$ cat src/rtl/dtmr_pkg.sv
package dtmr_pkg;
  localparam int NUM_CH = 2;
  localparam int ADDR_W = 3;
  localparam logic [ADDR_W-1:0] A_CTRL = 3'd0;

  function automatic logic [ADDR_W-1:0] reload_addr(input int ch);
    return ADDR_W'(4 + 2 * ch);
  endfunction

  function automatic logic [ADDR_W-1:0] count_addr(input int ch);
    return ADDR_W'(5 + 2 * ch);
  endfunction
endpackage

$ cat src/rtl/dtmr_regif.sv
module dtmr_regif
  import dtmr_pkg::*;
#(
  parameter int DATA_W = 32,
  parameter int CNT_W  = 32
) (
  input  logic                    bus_we,
  input  logic [ADDR_W-1:0]       bus_addr,
  input  logic [NUM_CH-1:0]       ch_en,
  input  logic [NUM_CH-1:0]       ch_rl,
  input  logic [NUM_CH*CNT_W-1:0] ch_reload,
  input  logic [NUM_CH*CNT_W-1:0] ch_count,
  output logic                    ctrl_we,
  output logic [NUM_CH-1:0]       reload_we,
  output logic [NUM_CH-1:0]       count_we,
  output logic [DATA_W-1:0]       bus_rdata
);
  assign ctrl_we = bus_we && (bus_addr == A_CTRL);

  for (genvar c = 0; c < NUM_CH; c++) begin : g_dec
    assign reload_we[c] = bus_we && (bus_addr == reload_addr(c));
    assign count_we[c]  = bus_we && (bus_addr == count_addr(c));
  end

  always_comb begin
    bus_rdata = '0;
    for (int c = 0; c < NUM_CH; c++) begin
      if (bus_addr == A_CTRL) begin
        bus_rdata[2*c]   = ch_en[c];
        bus_rdata[2*c+1] = ch_rl[c];
      end
      if (bus_addr == reload_addr(c))
        bus_rdata = DATA_W'(ch_reload[c*CNT_W +: CNT_W]);
      if (bus_addr == count_addr(c))
        bus_rdata = DATA_W'(ch_count[c*CNT_W +: CNT_W]);
    end
  end
endmodule

$ cat src/rtl/dtmr_channel.sv
module dtmr_channel #(
  parameter int CNT_W = 32
) (
  input  logic             clk,
  input  logic             rst,
  input  logic             tick,
  input  logic             ctrl_we,
  input  logic             en_wr,
  input  logic             rl_wr,
  input  logic             reload_we,
  input  logic             count_we,
  input  logic [CNT_W-1:0] wr_val,
  output logic             en,
  output logic             rl,
  output logic [CNT_W-1:0] reload,
  output logic [CNT_W-1:0] count,
  output logic             irq
);
  logic at_zero, step, fire;

  assign at_zero = (count == '0);
  assign step    = en && tick && !count_we;
  assign fire    = step && at_zero;

  always_ff @(posedge clk) begin
    if (rst) begin
      en     <= 1'b0;
      rl     <= 1'b0;
      reload <= '0;
      count  <= '0;
      irq    <= 1'b0;
    end else begin
      irq <= fire;
      if (reload_we) reload <= wr_val;
      if (count_we)
        count <= wr_val;
      else if (step)
        count <= at_zero ? (rl ? reload : count) : count - CNT_W'(1);
      if (ctrl_we) begin
        en <= en_wr;
        rl <= rl_wr;
      end else if (fire && !rl) begin
        en <= 1'b0;
      end
    end
  end

  assert_count_step_R4: assert property (@(posedge clk) disable iff (rst)
    (en && tick && !count_we && count != '0) |=> (count == $past(count) - CNT_W'(1)));

  assert_irq_cause_R5: assert property (@(posedge clk) disable iff (rst)
    irq |-> $past(en && tick && !count_we && count == '0));

  assert_reload_R6: assert property (@(posedge clk) disable iff (rst)
    (en && tick && !count_we && count == '0 && rl) |=> (count == $past(reload)));

  assert_oneshot_stop_R7: assert property (@(posedge clk) disable iff (rst)
    (en && tick && !count_we && count == '0 && !rl && !ctrl_we) |=> (!en && count == '0));

  assert_idle_hold_R8: assert property (@(posedge clk) disable iff (rst)
    (!en && !count_we) |=> (count == $past(count)));

  assert_wr_priority_R9: assert property (@(posedge clk) disable iff (rst)
    count_we |=> (count == $past(wr_val) && !irq));
endmodule

$ cat src/rtl/dual_reload_timer.sv
module dual_reload_timer
  import dtmr_pkg::*;
#(
  parameter int DATA_W = 32,
  parameter int CNT_W  = 32
) (
  input  logic              clk,
  input  logic              rst,
  input  logic              tick,
  input  logic              bus_we,
  input  logic [ADDR_W-1:0] bus_addr,
  input  logic [DATA_W-1:0] bus_wdata,
  output logic [DATA_W-1:0] bus_rdata,
  output logic [NUM_CH-1:0] irq
);
  logic                    ctrl_we;
  logic [NUM_CH-1:0]       reload_we, count_we, ch_en, ch_rl;
  logic [NUM_CH*CNT_W-1:0] ch_reload, ch_count;

  dtmr_regif #(.DATA_W(DATA_W), .CNT_W(CNT_W)) u_regif (
    .bus_we    (bus_we),
    .bus_addr  (bus_addr),
    .ch_en     (ch_en),
    .ch_rl     (ch_rl),
    .ch_reload (ch_reload),
    .ch_count  (ch_count),
    .ctrl_we   (ctrl_we),
    .reload_we (reload_we),
    .count_we  (count_we),
    .bus_rdata (bus_rdata)
  );

  for (genvar c = 0; c < NUM_CH; c++) begin : g_ch
    dtmr_channel #(.CNT_W(CNT_W)) u_ch (
      .clk       (clk),
      .rst       (rst),
      .tick      (tick),
      .ctrl_we   (ctrl_we),
      .en_wr     (bus_wdata[2*c]),
      .rl_wr     (bus_wdata[2*c+1]),
      .reload_we (reload_we[c]),
      .count_we  (count_we[c]),
      .wr_val    (bus_wdata[CNT_W-1:0]),
      .en        (ch_en[c]),
      .rl        (ch_rl[c]),
      .reload    (ch_reload[c*CNT_W +: CNT_W]),
      .count     (ch_count[c*CNT_W +: CNT_W]),
      .irq       (irq[c])
    );
  end

  assert_irq_after_reset_R1: assert property (@(posedge clk)
    $past(rst) |-> (irq == '0));
endmodule

$ cat config.mk
export PLATFORM = sky130hd
export DESIGN_NAME = dual_reload_timer
export DESIGN_NICKNAME = d
export VERILOG_FILES = /design/src/rtl/dtmr_pkg.sv /design/src/rtl/dtmr_regif.sv /design/src/rtl/dtmr_channel.sv /design/src/rtl/dual_reload_timer.sv
export SDC_FILE = /design/constraint.sdc
export NUM_CORES = 1
export LEC_CHECK = 0
export BUFFER_PORTS_ARGS = -buffer_cell sky130_fd_sc_hd__buf_4
export CAP_MARGIN = 25
export CORE_ASPECT_RATIO = 0.7
export CORE_MARGIN = 4
export CORE_UTILIZATION = 42
export DETAILED_ROUTE_END_ITERATION = 10
export MAX_ROUTING_LAYER = met4
export SKIP_CTS_REPAIR_TIMING = 1
export SLEW_MARGIN = 10
export SYNTH_ARGS = -nofsm -noshare
export SYNTH_HDL_FRONTEND = slang
export SYNTH_SLANG_ARGS = --single-unit
$ cat constraint.sdc
create_clock -name clk -period 3.03 [get_ports clk]
set_clock_uncertainty 0.05 [all_clocks]
set_input_delay 0.303 -clock clk [delete_from_list [all_inputs] [get_ports clk]]
set_output_delay 0.303 -clock clk [all_outputs]
set_load 0.1 [all_outputs]
## Word-level counts from Yosys, hierarchy flattened

Index checks and enable logic that the tools add are counted.

- Register bits: 134
- Output and inout bits: 34
- Word-level logic and storage cells: 62

- $add $sub $neg: 2
- Equality and inequality tests: 6
- Muxes and demuxes: 18
- Reduce and logical (&&, ||, !) cells: 26

Operators by type and width:

| kind | count |
|---|---|
| two-way mux 32 bit | 12 |
| logical NOT 32 bit | 2 |
| subtractor 32 x 1 -> 32 bit (second input constant) | 2 |
| logical AND 1 bit | 13 |
| == test 3 bit (second input constant) | 4 |
| nonzero test 2 bit | 4 |
| != test 3 x 1 -> 1 bit (second input constant) | 2 |
| logical NOT 1 bit | 4 |
| two-way mux 1 bit | 4 |
| two-way mux 2 bit | 2 |
| AND reduction 2 bit | 2 |
| logical NOT 3 bit | 1 |

## Logic depth before layout (Yosys ltp)

- Depth in word-level cells: 8
- Gate-level depth with buffers: 10
- Gate-level depth less buffers: 8

## Hierarchy

A second synthesis with hierarchy kept.

- Cell total of the unflattened synthesis: 983
- Area total of the unflattened synthesis: 8509.4 sq um

Modules (own cells, without submodules):

| module | instances | cells an instance | area each (sq um) |
|---|---|---|---|
| dtmr_channel at g_ch[0].u_ch | 1 | 453 | 3764.9 |
| dtmr_channel at g_ch[1].u_ch | 1 | 437 | 3669.8 |
| dtmr_regif | 1 | 93 | 1074.8 |

## Worst setup path before layout

Ideal clock, no wire load.

- Path kind: input to output
- Start point: input bus_addr[0]
- End point: output bus_rdata[0]
- Arrival time: 4.045 ns
- Required time: 2.677 ns
- Setup slack: -1.368 ns
- Stages on the path: 6
- Path buffers: 4
- Cell sequence: clkbuf_1 -> buf_1 -> clkbuf_1 -> clkbuf_1 -> nand3_1 -> o21ai_0

- Longest elaborated chain between the ends: 6
- Elaborated cells on any way between the ends: 10
- Classes of those cells: eq/ne: 4; mux: 5; reduce/logical: 1

RTL lines:

| item | RTL line | source |
|---|---|---|
| start, declared | dual_reload_timer.sv:11 | `input logic [ADDR_W-1:0] bus_addr,` |
| logical NOT 3 bit | dtmr_regif.sv:28 | `if (bus_addr == A_CTRL) begin` |
| two-way mux 2 bit | dtmr_regif.sv:28 |  |
| two-way mux 32 bit | dtmr_regif.sv:32 | `if (bus_addr == reload_addr(c))` |
| two-way mux 32 bit | dtmr_regif.sv:34 | `if (bus_addr == count_addr(c))` |
| two-way mux 32 bit | dtmr_regif.sv:32 |  |
| two-way mux 32 bit * | dtmr_regif.sv:34 |  |
| end, declared | dual_reload_timer.sv:13 | `output logic [DATA_W-1:0] bus_rdata,` |

Every way passes the cells marked *; elsewhere a longest branch is shown, timed or not.

## Worst setup path after layout

- Start point: register g_ch[1].u_ch.count[5]
- End point: register g_ch[1].u_ch.count[30]

- Longest elaborated chain between the ends: 4
- Elaborated cells on any way between the ends: 7
- Classes of those cells: add/sub: 1; eq/ne: 1; mux: 3; reduce/logical: 2

RTL lines:

| item | RTL line | source |
|---|---|---|
| start, declared | dtmr_channel.sv:16 | `output logic [CNT_W-1:0] count,` |
| start signal, assigned | dtmr_channel.sv:36 | `count <= wr_val;` |
| start signal, assigned | dtmr_channel.sv:38 | `count <= at_zero ? (rl ? reload : count) : count - CNT_W'(1);` |
| subtractor 32 x 1 -> 32 bit / logical NOT 32 bit (equally long branches) | dtmr_channel.sv:38, dtmr_channel.sv:21 |  |
| two-way mux 32 bit | dtmr_channel.sv:38 |  |
| two-way mux 32 bit | dtmr_channel.sv:37 | `else if (step)` |
| two-way mux 32 bit | dtmr_channel.sv:35 | `if (count_we)` |

Several ways; a longest one is shown, not always the timed one. The select of a mux whose other input is x is not followed.
A chain may end at the register's enable or synchronous reset.

==> metrics.md <==
| Metric | Value |
|---|---|
| Crit. End Element | `register` |
| Leak Pwr | `3.859 nW` |
| First-pass DRT Iterations | `5` |
| WP data required | `3300 ps` |
| 1st-iter DRT viols | `1220` |
| Final setup fails | `0` |
| Area Overhead vs Synth | `18.41%` |
| Largest net degree at the start of global routing | `86` |
| Gr usage total | `0.2917` |
| CP arrival | `3170 ps` |
| Max incr delay on CP | `650 ps` |
| Vias | `8689` |
| First-pass GRT wire length | `48.71 mm` |
| GRT Residual Overflow | `0` |
| Crit Path Category | `register to register` |
| # DRC | `0` |
| Remaining antenna violation count | `0` |
| Top area cells in the synthesized netlist | `dfxtp_1 (32%), nand2_1 (8.9%), mux4_2 (7.5%)` |
| Tcrit/Tclk final | `0.9573` |
| Worst min path class | `primary input to register` |
| Total power | `5.890 mW` |
| Maximum clock insertion buffer count | `2` |
| Per-cell routed wire length | `22.92 um` |
| Initial core utilization | `0.4349` |
| RSZ-0062 raised after global routing | `no` |
| Synth Net Count | `1106` |
| CORE AREA | `0.01923 mm^2` |
| Status | `finished, final reports clean` |
| Crit-path max FO | `8` |
| Most instantiated cells after synthesis | `nand2_1 (199), dfxtp_1 (134), a21oi_1 (109)` |
| Vias/cell | `6.224` |
| Largest area contributor in the netlist | `dfxtp_1` |
| CP Cell Sequence | `or4_4 -> or4_1 -> nor4_1 -> xnor2_1 -> nor2_1 -> o31a_1` |
| Sequential share of the synthesized area | `0.3207` |
| Clock transition at path regs | `60 ps` |
| Post-synth top area share | `0.3207` |
| Max Clk Rate | `0.3447 GHz` |
| Most frequent cell after synthesis | `nand2_1` |
| IO Count | `73` |
| Crit-path slowest cell | `or4_1` |
| Final #Nets | `1162` |
| Worst-skew pair later-pin latency | `440 ps` |
| Vias in the first global route | `7903` |
| Crit path launch type | `register` |
| Clock sink total | `134` |
| Filler instances | `1887` |
| Die width | `176.7 um` |
| Top_reg_cell synth | `dfxtp_1` |
| Max Cap Viol | `0` |
| CTS tree | `built` |
| Final hold vios | `0` |
| Sum Neg Setup Slack | `0 ps` |
| Rel. slew slack | `0.4799` |
| Number of synthesized register bits | `134` |
| Slew Viols, Final | `0` |
| Initial antenna violation count | `0` |
| Place WS | `268.1 ps` |
| Die area | `0.02227 mm^2` |
| Yosys warning total | `0` |
| Syn Inst Count | `1063` |
| Tmin final | `2901 ps` |
| Pwr Density | `594.7 mW/mm^2` |
| # rows | `42` |
| Max IR drop VDD | `0.3536 mV` |
| Die height | `126.1 um` |
| Worst Tran Pin Value | `780.2 ps` |
| Post-Syn Area | `0.008364 mm^2` |
| EDFF count, synth | `0` |
| Distinct cells, synth | `73` |
| Avg Cell Area, Syn | `7.869 um^2` |
| Total CTS buffers | `17` |
| Layout cells sized above 1 | `0.1899` |
| Total Routed Length | `32.00 mm` |
| Antenna diodes | `0` |
| Final worst slack | `129.3 ps` |
| H-tree lvl count | `4` |
| Fraction of registers with async set/reset | `0` |
| IO buf count | `72` |
| Hpwl dp | `23.56 mm` |
| Root Buffer | `clkbuf_16` |
| RD Place Congestion | `0.9899` |
metrics by stage:
step	instance area, um^2	hold slack [ps]	cells	util
2_1_floorplan	8387	374.7	1063	-
3_3_place_gp	9298	410.2	1364	0.4834
3_5_place_dp	9298	420.9	1364	0.4834
4_1_cts	9905	90.74	1396	0.5150
5_1_grt	9905	105.6	1396	0.5150
6_report	9905	92.26	1396	0.5150
where the power goes:
| part | internal (mW) | switching, mW | total (mW) |
|---|---|---|---|
| Sequential | 1.82 | 0.0993 | 1.92 |
| Combinational | 0.687 | 1.10 | 1.79 |
| Clock | 1.30 | 0.878 | 2.18 |
| Total | 3.81 | 2.08 | 5.89 |
layer usage:
layer,wire length (um),vias up,GRT usage
met4,410,0,0.05548
met5,0,-,-
met2,12480,525,0.3691
li1,-,3986,-
met3,4587,48,0.1034
met1,14520,4130,0.4416
flip-flops by register name (all words and copies together), names as in the netlist:
| register | cells |
|---|---|
| g_ch.u_ch.rl | 2 |
| g_ch.u_ch.count | 64 |
| g_ch.u_ch.irq | 2 |
| g_ch.u_ch.en | 2 |
| g_ch.u_ch.reload | 64 |
cells in the final DEF, fill, tap and decap left out, types with 4 or more instances in the layout:
cell,n
or4_1,10
nor2b_1,5
mux4_2,28
ha_1,4
a31oi_1,21
nor2_1,67
nor4_1,23
o211ai_1,8
clkbuf_16,17
xnor2_1,19
clkinvlp_4,4
nor3_1,30
o32ai_1,7
xor2_1,23
nand4_1,9
o21ai_0,43
or2_2,5
nand4b_1,4
a22oi_1,24
o22ai_1,13
and2_1,32
a221oi_1,4
clkinv_4,5
nand2b_1,7
nand2_1,199
mux2i_1,21
buf_4,126
a21oi_1,109
nand3b_1,10
dfxtp_1,134
a311oi_1,5
nand3_1,14
inv_1,6
or3_1,17
and3_1,10
critical path, delay by kind of cell (launching register included):
family / cells / cell delay [ps]
xor+xnor: 1 / 180
simple gates: 4 / 1900
compound gates: 1 / 280
flops: 1 / 370
kinds of logic after synthesis:
group | synth area share
AND/OR/NAND/NOR | 0.2748
flip-flops | 0.3207
XOR/XNOR | 0.04398
adder cells (fa/ha/maj) | 0.005984
AO/OA/AOI/OAI | 0.2049
buffers and inverters | 0.04906
multiplexers | 0.1005
worst paths after layout:
kind / cells past startpoint / slack, ps / from / endpoint
setup reg to reg: 6 / 130 / g_ch[1].u_ch.count[5] / g_ch[1].u_ch.count[30]
hold / removal: 3 / 90 / bus_wdata[28] / g_ch[1].u_ch.reload[28]
setup / recovery: 6 / 130 / g_ch[1].u_ch.count[5] / g_ch[1].u_ch.count[30]
hold reg to reg: 2 / 430 / g_ch[0].u_ch.reload[0] / g_ch[0].u_ch.reload[0]
final cells by class:
class	instances	area [um^2]	area share
tap	264	330.3	0.03335
timing repair buffer	127	965.9	0.09752
multi-input combinational	833	5296	0.5347
clock inverter	14	177.7	0.01794
inverter	6	22.52	0.002274
clock buffer	18	429.2	0.04333
sequential	134	2683	0.2708
Note: power is estimated with default switching activity, not from simulation.
